### config.mk
export PLATFORM = sky130hd
export DESIGN_NAME = cmdbuf_reg
export DESIGN_NICKNAME = d
export VERILOG_FILES = /design/src/rtl/cmdbuf_pkg.sv /design/src/rtl/cmdbuf_route.sv /design/src/rtl/cmdbuf_dreg.sv /design/src/rtl/cmdbuf_ctl.sv /design/src/rtl/cmdbuf_parity.sv /design/src/rtl/cmdbuf_reg.sv
export SDC_FILE = /design/constraint.sdc
export NUM_CORES = 1
export LEC_CHECK = 0
export ABC_CLOCK_PERIOD_IN_PS = 1950
export BUFFER_PORTS_ARGS = -buffer_cell sky130_fd_sc_hd__buf_2
export CAP_MARGIN = 10
export CORE_ASPECT_RATIO = 1.4
export CORE_MARGIN = 2
export CORE_UTILIZATION = 40
export CTS_CLUSTER_SIZE = 30
export DETAILED_ROUTE_END_ITERATION = 6
export MAX_ROUTING_LAYER = met4
export PLACE_DENSITY = 0.63
export SLEW_MARGIN = 20
export SYNTH_ARGS = -nofsm -noshare
export SYNTH_HDL_FRONTEND = slang
export SYNTH_HIERARCHICAL = 1
export SYNTH_SLANG_ARGS = --single-unit
### constraint.sdc
create_clock -name clk -period 1.95 [get_ports clk]
set_clock_uncertainty 0.1 [all_clocks]
set_input_delay 0.195 -clock clk [delete_from_list [all_inputs] [get_ports clk]]
set_output_delay 0.195 -clock clk [all_outputs]
set_load 0.02 [all_outputs]
### src/rtl/cmdbuf_pkg.sv
package cmdbuf_pkg;

   typedef enum logic [1:0] {
      MODE_FLAT       = 2'b00,
      MODE_DUP_LOWCMD = 2'b01,
      MODE_RESERVED   = 2'b10,
      MODE_DUP_HICMD  = 2'b11
   } cb_mode_e;

   function automatic logic is_dup(input logic [1:0] m);
      return m[0];
   endfunction

   function automatic logic is_hicmd(input logic [1:0] m);
      return m[0] & m[1];
   endfunction

endpackage

### src/rtl/cmdbuf_route.sv
module cmdbuf_route #(
   parameter int DATA_W   = 25,
   parameter int NARROW_W = 14,
   parameter int CMD_W    = 3,
   parameter int OUT_W    = 28
) (
   input  logic [1:0]        mode,
   input  logic [DATA_W-1:0] din,
   output logic [OUT_W-1:0]  next_q,
   output logic [OUT_W-1:0]  keep_mask,
   output logic [DATA_W-1:0] cov_word,
   output logic              rsvd
);
   import cmdbuf_pkg::*;

   logic [OUT_W-1:0]  flat_v;
   logic [OUT_W-1:0]  dup_v;
   logic [OUT_W-1:0]  lowk;
   logic [OUT_W-1:0]  hik;
   logic [DATA_W-1:0] narrow_mask;

   genvar i;
   generate
      for (i = 0; i < OUT_W; i++) begin : g_out
         localparam int J = i % NARROW_W;
         if (i < DATA_W) begin : g_flat
            assign flat_v[i] = din[i];
         end else begin : g_pad
            assign flat_v[i] = 1'b0;
         end
         if (i < 2*NARROW_W) begin : g_dup
            assign dup_v[i] = din[J];
            assign lowk[i]  = (J < CMD_W) ? 1'b1 : 1'b0;
            assign hik[i]   = (J >= NARROW_W - CMD_W) ? 1'b1 : 1'b0;
         end else begin : g_nodup
            assign dup_v[i] = 1'b0;
            assign lowk[i]  = 1'b0;
            assign hik[i]   = 1'b0;
         end
      end
      for (i = 0; i < DATA_W; i++) begin : g_cov
         assign narrow_mask[i] = (i < NARROW_W) ? 1'b1 : 1'b0;
      end
   endgenerate

   always_comb begin
      rsvd = (mode == MODE_RESERVED);
      if (is_dup(mode)) begin
         next_q    = dup_v;
         keep_mask = is_hicmd(mode) ? hik : lowk;
         cov_word  = din & narrow_mask;
      end else begin
         next_q    = flat_v;
         keep_mask = '0;
         cov_word  = din;
      end
   end

endmodule

### src/rtl/cmdbuf_dreg.sv
module cmdbuf_dreg #(
   parameter int OUT_W = 28
) (
   input  logic             clk,
   input  logic             rst_n,
   input  logic             frozen,
   input  logic [OUT_W-1:0] next_q,
   input  logic [OUT_W-1:0] keep_mask,
   output logic [OUT_W-1:0] q
);
   logic [OUT_W-1:0] load_mask;

   always_comb load_mask = frozen ? keep_mask : '1;

   always_ff @(posedge clk or negedge rst_n) begin
      if (!rst_n) q <= '0;
      else        q <= (next_q & load_mask) | (q & ~load_mask);
   end

   AST_FROZEN_HOLD: assert property (@(posedge clk) disable iff (!rst_n)
      frozen |=> ((q & ~$past(keep_mask)) == ($past(q) & ~$past(keep_mask))));

   AST_CMD_LOADS: assert property (@(posedge clk) disable iff (!rst_n)
      frozen |=> ((q & $past(keep_mask)) == ($past(next_q) & $past(keep_mask))));

endmodule

### src/rtl/cmdbuf_ctl.sv
module cmdbuf_ctl (
   input  logic       clk,
   input  logic       rst_n,
   input  logic       cke_in,
   input  logic       odt_in,
   input  logic [1:0] cs_n,
   input  logic       rsvd,
   output logic       q_cke,
   output logic       q_odt,
   output logic [1:0] q_cs,
   output logic       cfg_err
);
   always_ff @(posedge clk or negedge rst_n) begin
      if (!rst_n) begin
         q_cke   <= 1'b0;
         q_odt   <= 1'b0;
         q_cs    <= 2'b00;
         cfg_err <= 1'b0;
      end else begin
         q_cke   <= cke_in;
         q_odt   <= odt_in;
         q_cs    <= cs_n;
         cfg_err <= cfg_err | rsvd;
      end
   end

   AST_CTL_TRACK: assert property (@(posedge clk) disable iff (!rst_n)
      $past(rst_n) |-> (q_cs == $past(cs_n) && q_cke == $past(cke_in)));

   AST_CFG_STICKY: assert property (@(posedge clk) disable iff (!rst_n)
      cfg_err |=> cfg_err);

endmodule

### src/rtl/cmdbuf_parity.sv
module cmdbuf_parity #(
   parameter int DATA_W = 25
) (
   input  logic              clk,
   input  logic              rst_n,
   input  logic [DATA_W-1:0] cov_word,
   input  logic              word_sel,
   input  logic              par_in,
   output logic              ppo,
   output logic              err_n
);
   logic [DATA_W-1:0] held_word;
   logic              held_sel;
   logic              sum;

   always_comb sum = ^{held_word, par_in};

   always_ff @(posedge clk or negedge rst_n) begin
      if (!rst_n) begin
         held_word <= '0;
         held_sel  <= 1'b0;
         ppo       <= 1'b0;
         err_n     <= 1'b1;
      end else begin
         held_word <= cov_word;
         held_sel  <= word_sel;
         if (held_sel) begin
            ppo   <= sum;
            err_n <= ~sum;
         end else begin
            err_n <= 1'b1;
         end
      end
   end

   AST_ERR_MATCHES_PPO: assert property (@(posedge clk) disable iff (!rst_n)
      !err_n |-> ppo);

   AST_UNSEL_HOLDS: assert property (@(posedge clk) disable iff (!rst_n)
      !held_sel |=> ($stable(ppo) && err_n));

   AST_RESET_ERR_HIGH: assert property (@(posedge clk)
      !rst_n |-> (err_n && !ppo));

endmodule

### src/rtl/cmdbuf_reg.sv
module cmdbuf_reg #(
   parameter int DATA_W   = 25,
   parameter int NARROW_W = 14,
   parameter int CMD_W    = 3,
   localparam int OUT_W   = (DATA_W > 2*NARROW_W) ? DATA_W : 2*NARROW_W
) (
   input  logic              clk,
   input  logic              rst_n,
   input  logic [1:0]        cfg_mode,
   input  logic              cs0_n,
   input  logic              cs1_n,
   input  logic              cke_in,
   input  logic              odt_in,
   input  logic [DATA_W-1:0] din,
   input  logic              par_in,
   output logic [OUT_W-1:0]  q_data,
   output logic              q_cke,
   output logic              q_odt,
   output logic [1:0]        q_cs,
   output logic              ppo,
   output logic              err_n,
   output logic              cfg_err
);
   import cmdbuf_pkg::*;

   generate
      if (NARROW_W > DATA_W) begin : g_chk_narrow
         $error("NARROW_W must not exceed DATA_W");
      end
      if (CMD_W < 1 || CMD_W > NARROW_W) begin : g_chk_cmd
         $error("CMD_W must lie in 1..NARROW_W");
      end
   endgenerate

   logic              frozen;
   logic [OUT_W-1:0]  next_q;
   logic [OUT_W-1:0]  keep_mask;
   logic [DATA_W-1:0] cov_word;
   logic              rsvd;

   always_comb frozen = cs0_n & cs1_n;

   cmdbuf_route #(
      .DATA_W(DATA_W), .NARROW_W(NARROW_W), .CMD_W(CMD_W), .OUT_W(OUT_W)
   ) u_route (
      .mode(cfg_mode), .din(din), .next_q(next_q),
      .keep_mask(keep_mask), .cov_word(cov_word), .rsvd(rsvd)
   );

   cmdbuf_dreg #(.OUT_W(OUT_W)) u_dreg (
      .clk(clk), .rst_n(rst_n), .frozen(frozen),
      .next_q(next_q), .keep_mask(keep_mask), .q(q_data)
   );

   cmdbuf_ctl u_ctl (
      .clk(clk), .rst_n(rst_n), .cke_in(cke_in), .odt_in(odt_in),
      .cs_n({cs1_n, cs0_n}), .rsvd(rsvd),
      .q_cke(q_cke), .q_odt(q_odt), .q_cs(q_cs), .cfg_err(cfg_err)
   );

   cmdbuf_parity #(.DATA_W(DATA_W)) u_par (
      .clk(clk), .rst_n(rst_n), .cov_word(cov_word), .word_sel(!frozen),
      .par_in(par_in), .ppo(ppo), .err_n(err_n)
   );

   AST_DUP_HALVES: assert property (@(posedge clk) disable iff (!rst_n)
      (is_dup(cfg_mode) && !frozen) |=>
      (q_data[NARROW_W-1:0] == q_data[2*NARROW_W-1:NARROW_W]));

endmodule

== Yosys cells after proc, flatten, opt, wreduce, memory -nomap -nowiden ==
Cells that the tools add are included.
Widths: inputs -> output; s select.
Word-level totals
  memories: 0
  logic and storage cells: 26
  bits in read-only memories: 0
  memory bits (writable): 0
  latch bits: 0
  input port bits: 34
  output and inout bits: 35
  register bits after elaboration: 61
Cells by class
  multiplexer cells: 6
  multiply operators: 0
  $add $sub $neg: 0
  equality and inequality tests: 1
  div/mod/pow operators: 0
  bitwise operators: 8
  reduce and logical (&&, ||, !) cells: 2
  $lt $le $gt $ge: 0
  shift-type cells: 0
Operators with widths (number)
  $mux 28: 4
  $and 28x28->28: 2
  $not 28->28: 1
  $or 28x28->28: 1
  $reduce_xor 26->1: 1
  $mux 25: 1
  $and 1x1->1: 2
  $eq 2x2->1 const B: 1
  $logic_not 1->1: 1
  $mux 1: 1
  $not 1->1: 1
  $or 1x1->1: 1

== Longest topological paths before layout ==
Gate-level depths: netlist of the first run.
  word-level depth: 7
  depth in mapped cells: 6
  mapped depth without buffers: 5

== Modules after synthesis ==
Netlist of the first run, hierarchy kept.
Modules (own cells, without submodules)
  cmdbuf_dreg: cells an instance 86, instances 1, sequential area each 700.7 µm², area an instance 1438.9 µm²
  cmdbuf_parity: cells an instance 53, instances 1, sequential area each 701.9 µm², area an instance 957.2 µm²
  cmdbuf_route: cells an instance 86, instances 1, sequential area each 0.0 µm², area an instance 690.7 µm²
  cmdbuf_ctl: cells an instance 6, instances 1, sequential area each 125.1 µm², area an instance 131.4 µm²
  cmdbuf_reg: cells an instance 2, instances 1, sequential area each 0.0 µm², area an instance 10.0 µm²

== Worst setup path before layout of the first run ==
OpenSTA, ideal clock, no wires.
  path type: flip-flop to flip-flop
  start: register u_par.held_word[21]
  end: register u_par.ppo
  setup time: 125 ps
  arrival time: 1502 ps
  required time: 1725 ps
  path buffers: 0
  path slack: 223 ps
  stages on the path, launching flop included: 6
  clock period less this slack: 1727 ps
  path through: dfrtp_1 xnor2_1 xnor2_1 xnor3_1 xnor3_1 mux2_4
Between the ends
  longest elaborated chain between the ends: 1
Ends and longest elaborated chain
  start: declaration: line cmdbuf_parity.sv:12  | logic [DATA_W-1:0] held_word;
  start signal: assignment: line cmdbuf_parity.sv:25  | held_word <= cov_word;
  $reduce_xor 26->1: line cmdbuf_parity.sv:16  | always_comb sum = ^{held_word, par_in};
  end signal: assignment: line cmdbuf_parity.sv:28  | ppo <= sum;
  end: declaration: line cmdbuf_parity.sv:9  | output logic ppo,
Every way passes these cells.
A chain may end at the register's enable or synchronous reset.

== Worst setup path after layout of the first run ==
  start: register u_par.held_word[24]
  end: register u_par.ppo
Same word-level chain as after synthesis.

==> flow_summary.json, run 1 <==
{
  "drive_above_1_share": 0.489,
  "cts_made_buffers": 9,
  "synth-seq-area-share": 0.473,
  "wire_per_inst_um": 13.3,
  "boundaryPins": 69,
  "postSynthCellCount": 233,
  "core_sq_um": 7800,
  "cap_viol_max_count": 0,
  "synthMuxAreaShare": 0.167,
  "yosys.area_share.simple": 0.143,
  "clock_path_buffers": 2,
  "status": "completed",
  "first_global_vias": 1776,
  "worstSetupPathType": "reg2reg",
  "yosysUniqueCellTypes": 20,
  "routed_wl_mm": 5.41,
  "nets": 337,
  "cpMaxStageDelayCell": "dfrtp_1",
  "drv_slew": 0,
  "grt_overflow": 0,
  "min_period_ps": 1780,
  "place.gp.congestion": 0.746,
  "required_ps": 2070,
  "crit_fanout": 2,
  "grt_max_degree": 62,
  "setup_violations": 0,
  "synth_area_sq_um": 3230,
  "vias": 1694,
  "avgViaCountPerCell": 4.16,
  "clk_latency_ps": 340,
  "avgSynthCellArea_sq_um": 13.9,
  "cts.htree.levels": 3,
  "synth_xor_area_frac": 0.0733,
  "cts_root_buffer": "clkbuf_8",
  "hold_viol": 0,
  "die_w_um": 79.9,
  "num_rows": 38,
  "yosysWarnings": 6,
  "drtIter0Drc": 24,
  "cp_data_arrival_time_ps": 1910,
  "cp-startpoint": "u_par/held_word[24]$_DFF_PN0_",
  "start_util": 0.414,
  "synth_compound_gate_area_share": 0,
  "insertedDiodeCount": 0,
  "ys_ff_latch": 61,
  "numClockSinks": 61,
  "reg2reg_depth": 5,
  "crit_path_start_kind": "register",
  "fin_crit_sh": 0.914,
  "rr_endpoint": "u_par/ppo$_DFFE_PN0P_",
  "worst_path_largest_cell_delay_ps": 370,
  "dp_hpwl_mm": 3.64,
  "rsz0062_at_grt": "no",
  "ant_nets": 0,
  "setup_tns_ps": 0,
  "clk_pin_slew_worst_paths_ps": 70,
  "die_area_sq_um": 8820,
  "worstHoldPathType": "in2reg",
  "io_buffers": 68,
  "cts_hold_buf": 29,
  "cts_tree": "done",
  "synth_fa_ha_area_frac": 0,
  "worst_setup_path_endpoint": "u_par/ppo$_DFFE_PN0P_",
  "rr_startpoint": "u_par/held_word[24]$_DFF_PN0_",
  "end_kind": "register",
  "cellPowerDensity_nw_per_um2": 871,
  "dr.pass1.iters": 3,
  "gr-usage-all-layers": 0.140,
  "r2r_setup_slack_ps": 170,
  "antenna_found_initial": 0,
  "post-route-drc-count": 0,
  "grt_pass1_wl_mm": 8.63,
  "fmax_ghz": 0.561,
  "path_cells": "xnor2_1, xnor2_1, xnor3_1, xnor3_1, mux2_4",
  "p_leak_nw": 1.82,
  "syn_to_final_growth_pct": 19.3,
  "die_h_um": 110,
  "synth_top_family_by_area": "multiplexers",
  "vdd_drop_max_mv": 0.402,
  "p_total_w": 0.00336,
  "cts-resized-gates": 0,
  "post-cts-setup-buffers": 0
}
final cells by class:
cell class	instances	area, sq um
tap	100	125
clock inverter	4	72.6
multi-input combinational	128	1300
timing repair buffer	103	688
clock buffer	11	141
sequential	61	1530
fill	738	3950
critical path, delay by kind of cell (launching register included):
| family | cells | cell delay, ps |
|---|---|---|
| muxes | 1 | 260 |
| DFF | 1 | 370 |
| xor gates and xnor gates | 4 | 930 |
power by group:
group / switching [W] / total (W) / leakage [nW] / internal, W
Combinational: 0.000316 / 0.000702 / 0.987 / 0.000387
Clock: 0.000482 / 0.00123 / 0.105 / 0.000746
Sequential: 0.0000489 / 0.00143 / 0.723 / 0.00138
how the worst min path moves through the flow:
stage | start | to | slack (ps) | cells after the start
2_1_floorplan | rst_n | u_ctl/cfg_err$_DFF_PN0_ | -200 | 0
3_3_place_gp | rst_n | asynchronous set/reset pin | 120 | 2
3_5_place_dp | rst_n | asynchronous set/reset pin | 130 | 2
4_1_cts | din[15] | u_par/held_word[15]$_DFF_PN0_ | 7 | 2
5_1_grt | din[15] | u_par/held_word[15]$_DFF_PN0_ | 20 | 2
6_report | din[15] | u_par/held_word[15]$_DFF_PN0_ | 20 | 2
Yosys cell counts (all sizes together):
cell    instances  share of area
buf            59           0.14
and2            5         0.0097
nor2b          33           0.11
dfrtp          60           0.47
mux2           40           0.17
conb            1         0.0012
and2b           7          0.016
xor2            1         0.0027
xnor2          20          0.057
or2             1         0.0019
nand2b          1         0.0019
dfstp           1         0.0081
nand2           2         0.0023
xnor3           2          0.014
cell families (layout without fill, tap and decap cells):
family / Yosys count / count (layout)
XOR/XNOR: 23 / 23
buffers and inverters: 59 / 118
flip-flops: 61 / 61
multiplexers: 40 / 40
other: 1 / 16
AND/OR/NAND/NOR: 49 / 49
cell usage in the layout, fill, tap and decap left out, drive strengths merged:
cell type    count
bufinv           2
dfstp            1
dfrtp           60
and2             5
clkinv           1
xnor2           20
nor2b           33
conb            16
xnor3            2
mux2            40
dlygate4sd3     29
clkbuf          11
nand2            2
nand2b           1
or2              1
and2b            7
xor2             1
clkinvlp         1
buf             74
per-layer routing:
layer  routed length [um]  GRT usage  vias to the layer above
li1                     -          -                      817
met1                 2290      0.164                      831
met2                 2810      0.221                       36
met3                  175     0.0293                       10
met4                  142     0.0872                        0
met5                    0          -                        -
through the flow:
stage	cells	area [sq um]	hold slack (ps)	util	worst slack (ps)
5_1_grt	407	3850	17.8	0.494	78.1
2_1_floorplan	248	3280	-201	-	223
6_report	407	3850	18.3	0.494	167
3_5_place_dp	363	3350	132	0.429	162
4_1_cts	407	3850	7.50	0.494	132
3_3_place_gp	363	3350	124	0.429	158
(Power assumes the default switching activity.)
==> inputs of run 2 (changes only) <==
--- a/config.mk
+++ b/config.mk
@@ -8,13 +8,15 @@
 export ABC_CLOCK_PERIOD_IN_PS = 1950
 export BUFFER_PORTS_ARGS = -buffer_cell sky130_fd_sc_hd__buf_2
 export CAP_MARGIN = 10
+export CELL_PAD_IN_SITES_DETAIL_PLACEMENT = 0
+export CELL_PAD_IN_SITES_GLOBAL_PLACEMENT = 1
 export CORE_ASPECT_RATIO = 1.4
 export CORE_MARGIN = 2
-export CORE_UTILIZATION = 40
+export CORE_UTILIZATION = 44
 export CTS_CLUSTER_SIZE = 30
 export DETAILED_ROUTE_END_ITERATION = 6
 export MAX_ROUTING_LAYER = met4
-export PLACE_DENSITY = 0.63
+export PLACE_DENSITY = 0.81
 export SLEW_MARGIN = 20
 export SYNTH_ARGS = -nofsm -noshare
 export SYNTH_HDL_FRONTEND = slang
==> flow_summary.json, run 2 (same netlist as run 1, synthesis figures left out) <==
{
  "io_buffers": 68,
  "clock_path_buffers": 2,
  "min_period_ps": 1810,
  "setup_violations": 0,
  "start_util": 0.459,
  "wire_per_inst_um": 13.1,
  "die_area_sq_um": 8050,
  "core_sq_um": 7030,
  "crit_fanout": 2,
  "p_int_w": 0.00255,
  "top_layer_used": "met4",
  "ant_nets": 0,
  "met1_length_mm": 2.31,
  "path_cells": "xnor2_1, xnor2_1, xnor3_1, xnor3_1, mux2_4",
  "syn_to_final_growth_pct": 19.1,
  "worstHoldPathType": "in2reg",
  "swShare": 0.255,
  "p_total_w": 0.00342,
  "clk_latency_ps": 340,
  "setup_tns_ps": 0,
  "vias": 1682,
  "vdd_drop_max_mv": 0.700,
  "grt_overflow": 0,
  "post-route-drc-count": 0,
  "dp_slack_ps": 124,
  "clkPwrFrac": 0.377,
  "fin_crit_sh": 0.930,
  "antenna_found_initial": 0,
  "drv_slew": 0,
  "p_leak_nw": 1.81,
  "cellPowerDensity_nw_per_um2": 890,
  "avgViaCountPerCell": 4.19,
  "num_rows": 36,
  "final_common_cell": "buf_2",
  "dr_wl_met3_um": 166,
  "first_global_vias": 1770,
  "cp_data_arrival_time_ps": 1930,
  "setup_slack_ps": 137,
  "drive_above_1_share": 0.497,
  "wl_met2_mm": 2.59,
  "nets": 335,
  "cts_made_buffers": 9,
  "gr-usage-all-layers": 0.146,
  "holdWs_ps": 16.4,
  "power_frac_seq": 0.416,
  "worst_path_largest_cell_delay_ps": 410,
  "crit_path_start_kind": "register",
  "switchingPower_w": 0.000874,
  "cap_viol_max_count": 0,
  "required_ps": 2070,
  "place.gp.congestion": 0.760,
  "grt_pass1_wl_mm": 8.61,
  "worstSetupPathType": "reg2reg",
  "die_w_um": 76.4,
  "status": "completed",
  "layout_common_cells": "buf_2, dfrtp_1, dlygate4sd3_1, mux2_4, nor2b_4",
  "numClockSinks": 61,
  "cts-resized-gates": 0,
  "pwr-share-comb": 0.207,
  "die_h_um": 105,
  "dp_hpwl_mm": 3.55,
  "cts.htree.levels": 3,
  "rsz0062_at_grt": "no",
  "insertedDiodeCount": 0,
  "hold_viol": 0,
  "cts_root_buffer": "clkbuf_8",
  "grt_max_degree": 62,
  "boundaryPins": 69,
  "cpMaxStageDelayCell": "xnor3_1",
  "end_kind": "register",
  "fmax_ghz": 0.552,
  "cts_tree": "done",
  "dr.pass1.iters": 2,
  "drtIter0Drc": 48,
  "routed_wl_mm": 5.25,
  "clk_pin_slew_worst_paths_ps": 70
}
run 2: changes by cell type in the layout (fill, tap and decap cells not counted):
cell and change:
clkbuf_8 +1, clkbuf_1 -1, dlygate4sd3_1 -2, clkinvlp_4 +2, clkinv_2 -1
run 2: layout make-up:
type | instances | area, sq um
Clock buffer | 11 | 151
Clock inverter | 5 | 82.6
Fill cell | 605 | 3180
Multi-Input combinational cell | 128 | 1300
Sequential cell | 61 | 1530
Tap cell | 95 | 119
Timing Repair Buffer | 101 | 668
run 2: per-stage QoR:
step	instances	util	instance area (sq um)
3_3_place_gp	358	0.476	3340
6_report	401	0.547	3850
5_1_grt	401	0.547	3850
4_1_cts	401	0.547	3850
2_1_floorplan	248	-	3280
3_5_place_dp	358	0.476	3340
run 2: worst max-delay path: cells and delay by family, from the launching register on:
kind	cells	cell delay (ps)
xor+xnor	4	950
mux	1	270
flops	1	380
run 2: routing by layer:
layer / vias up / GRT usage
met5: - / -
met4: 0 / 0.0857
met3: 13 / 0.0428
met2: 44 / 0.224
met1: 814 / 0.171
li1: 811 / -
run 2: path summary, 6_finish.rpt:
| kind | slack [ps] | endpoint | startpoint | cells past startpoint |
|---|---|---|---|---|
| worst max register to register | 140 | u_par/ppo$_DFFE_PN0P_ | u_par/held_word[21]$_DFF_PN0_ | 5 |
| min in group asynchronous | 290 | u_par/held_word[17]$_DFF_PN0_ | rst_n | 3 |
| worst min register to register | 360 | u_ctl/cfg_err$_DFF_PN0_ | u_ctl/cfg_err$_DFF_PN0_ | 1 |
| max in group asynchronous | 1140 | u_par/err_n$_DFF_PN1_ | rst_n | 3 |
| worst min-delay path | 20 | u_par/held_word[19]$_DFF_PN0_ | din[19] | 2 |
| worst max-delay path | 140 | u_par/ppo$_DFFE_PN0P_ | u_par/held_word[21]$_DFF_PN0_ | 5 |
run 2: what timing repair did:
action,CTS,global route
hold buffers,27,0
hold endpoints to repair,88,0
setup buffers,0,0
run 2: power by group through the flow:
stage | registers [W] | logic [W] | clock network, W
5_1_grt | 0.00144 | 0.000767 | 0.00138
4_1_cts | 0.00143 | 0.000721 | 0.00132
3_5_place_dp | 0.00145 | 0.000678 | 0
2_1_floorplan | 0.00154 | 0.000451 | 0
6_report | 0.00142 | 0.000708 | 0.00129
3_3_place_gp | 0.00145 | 0.000666 | 0
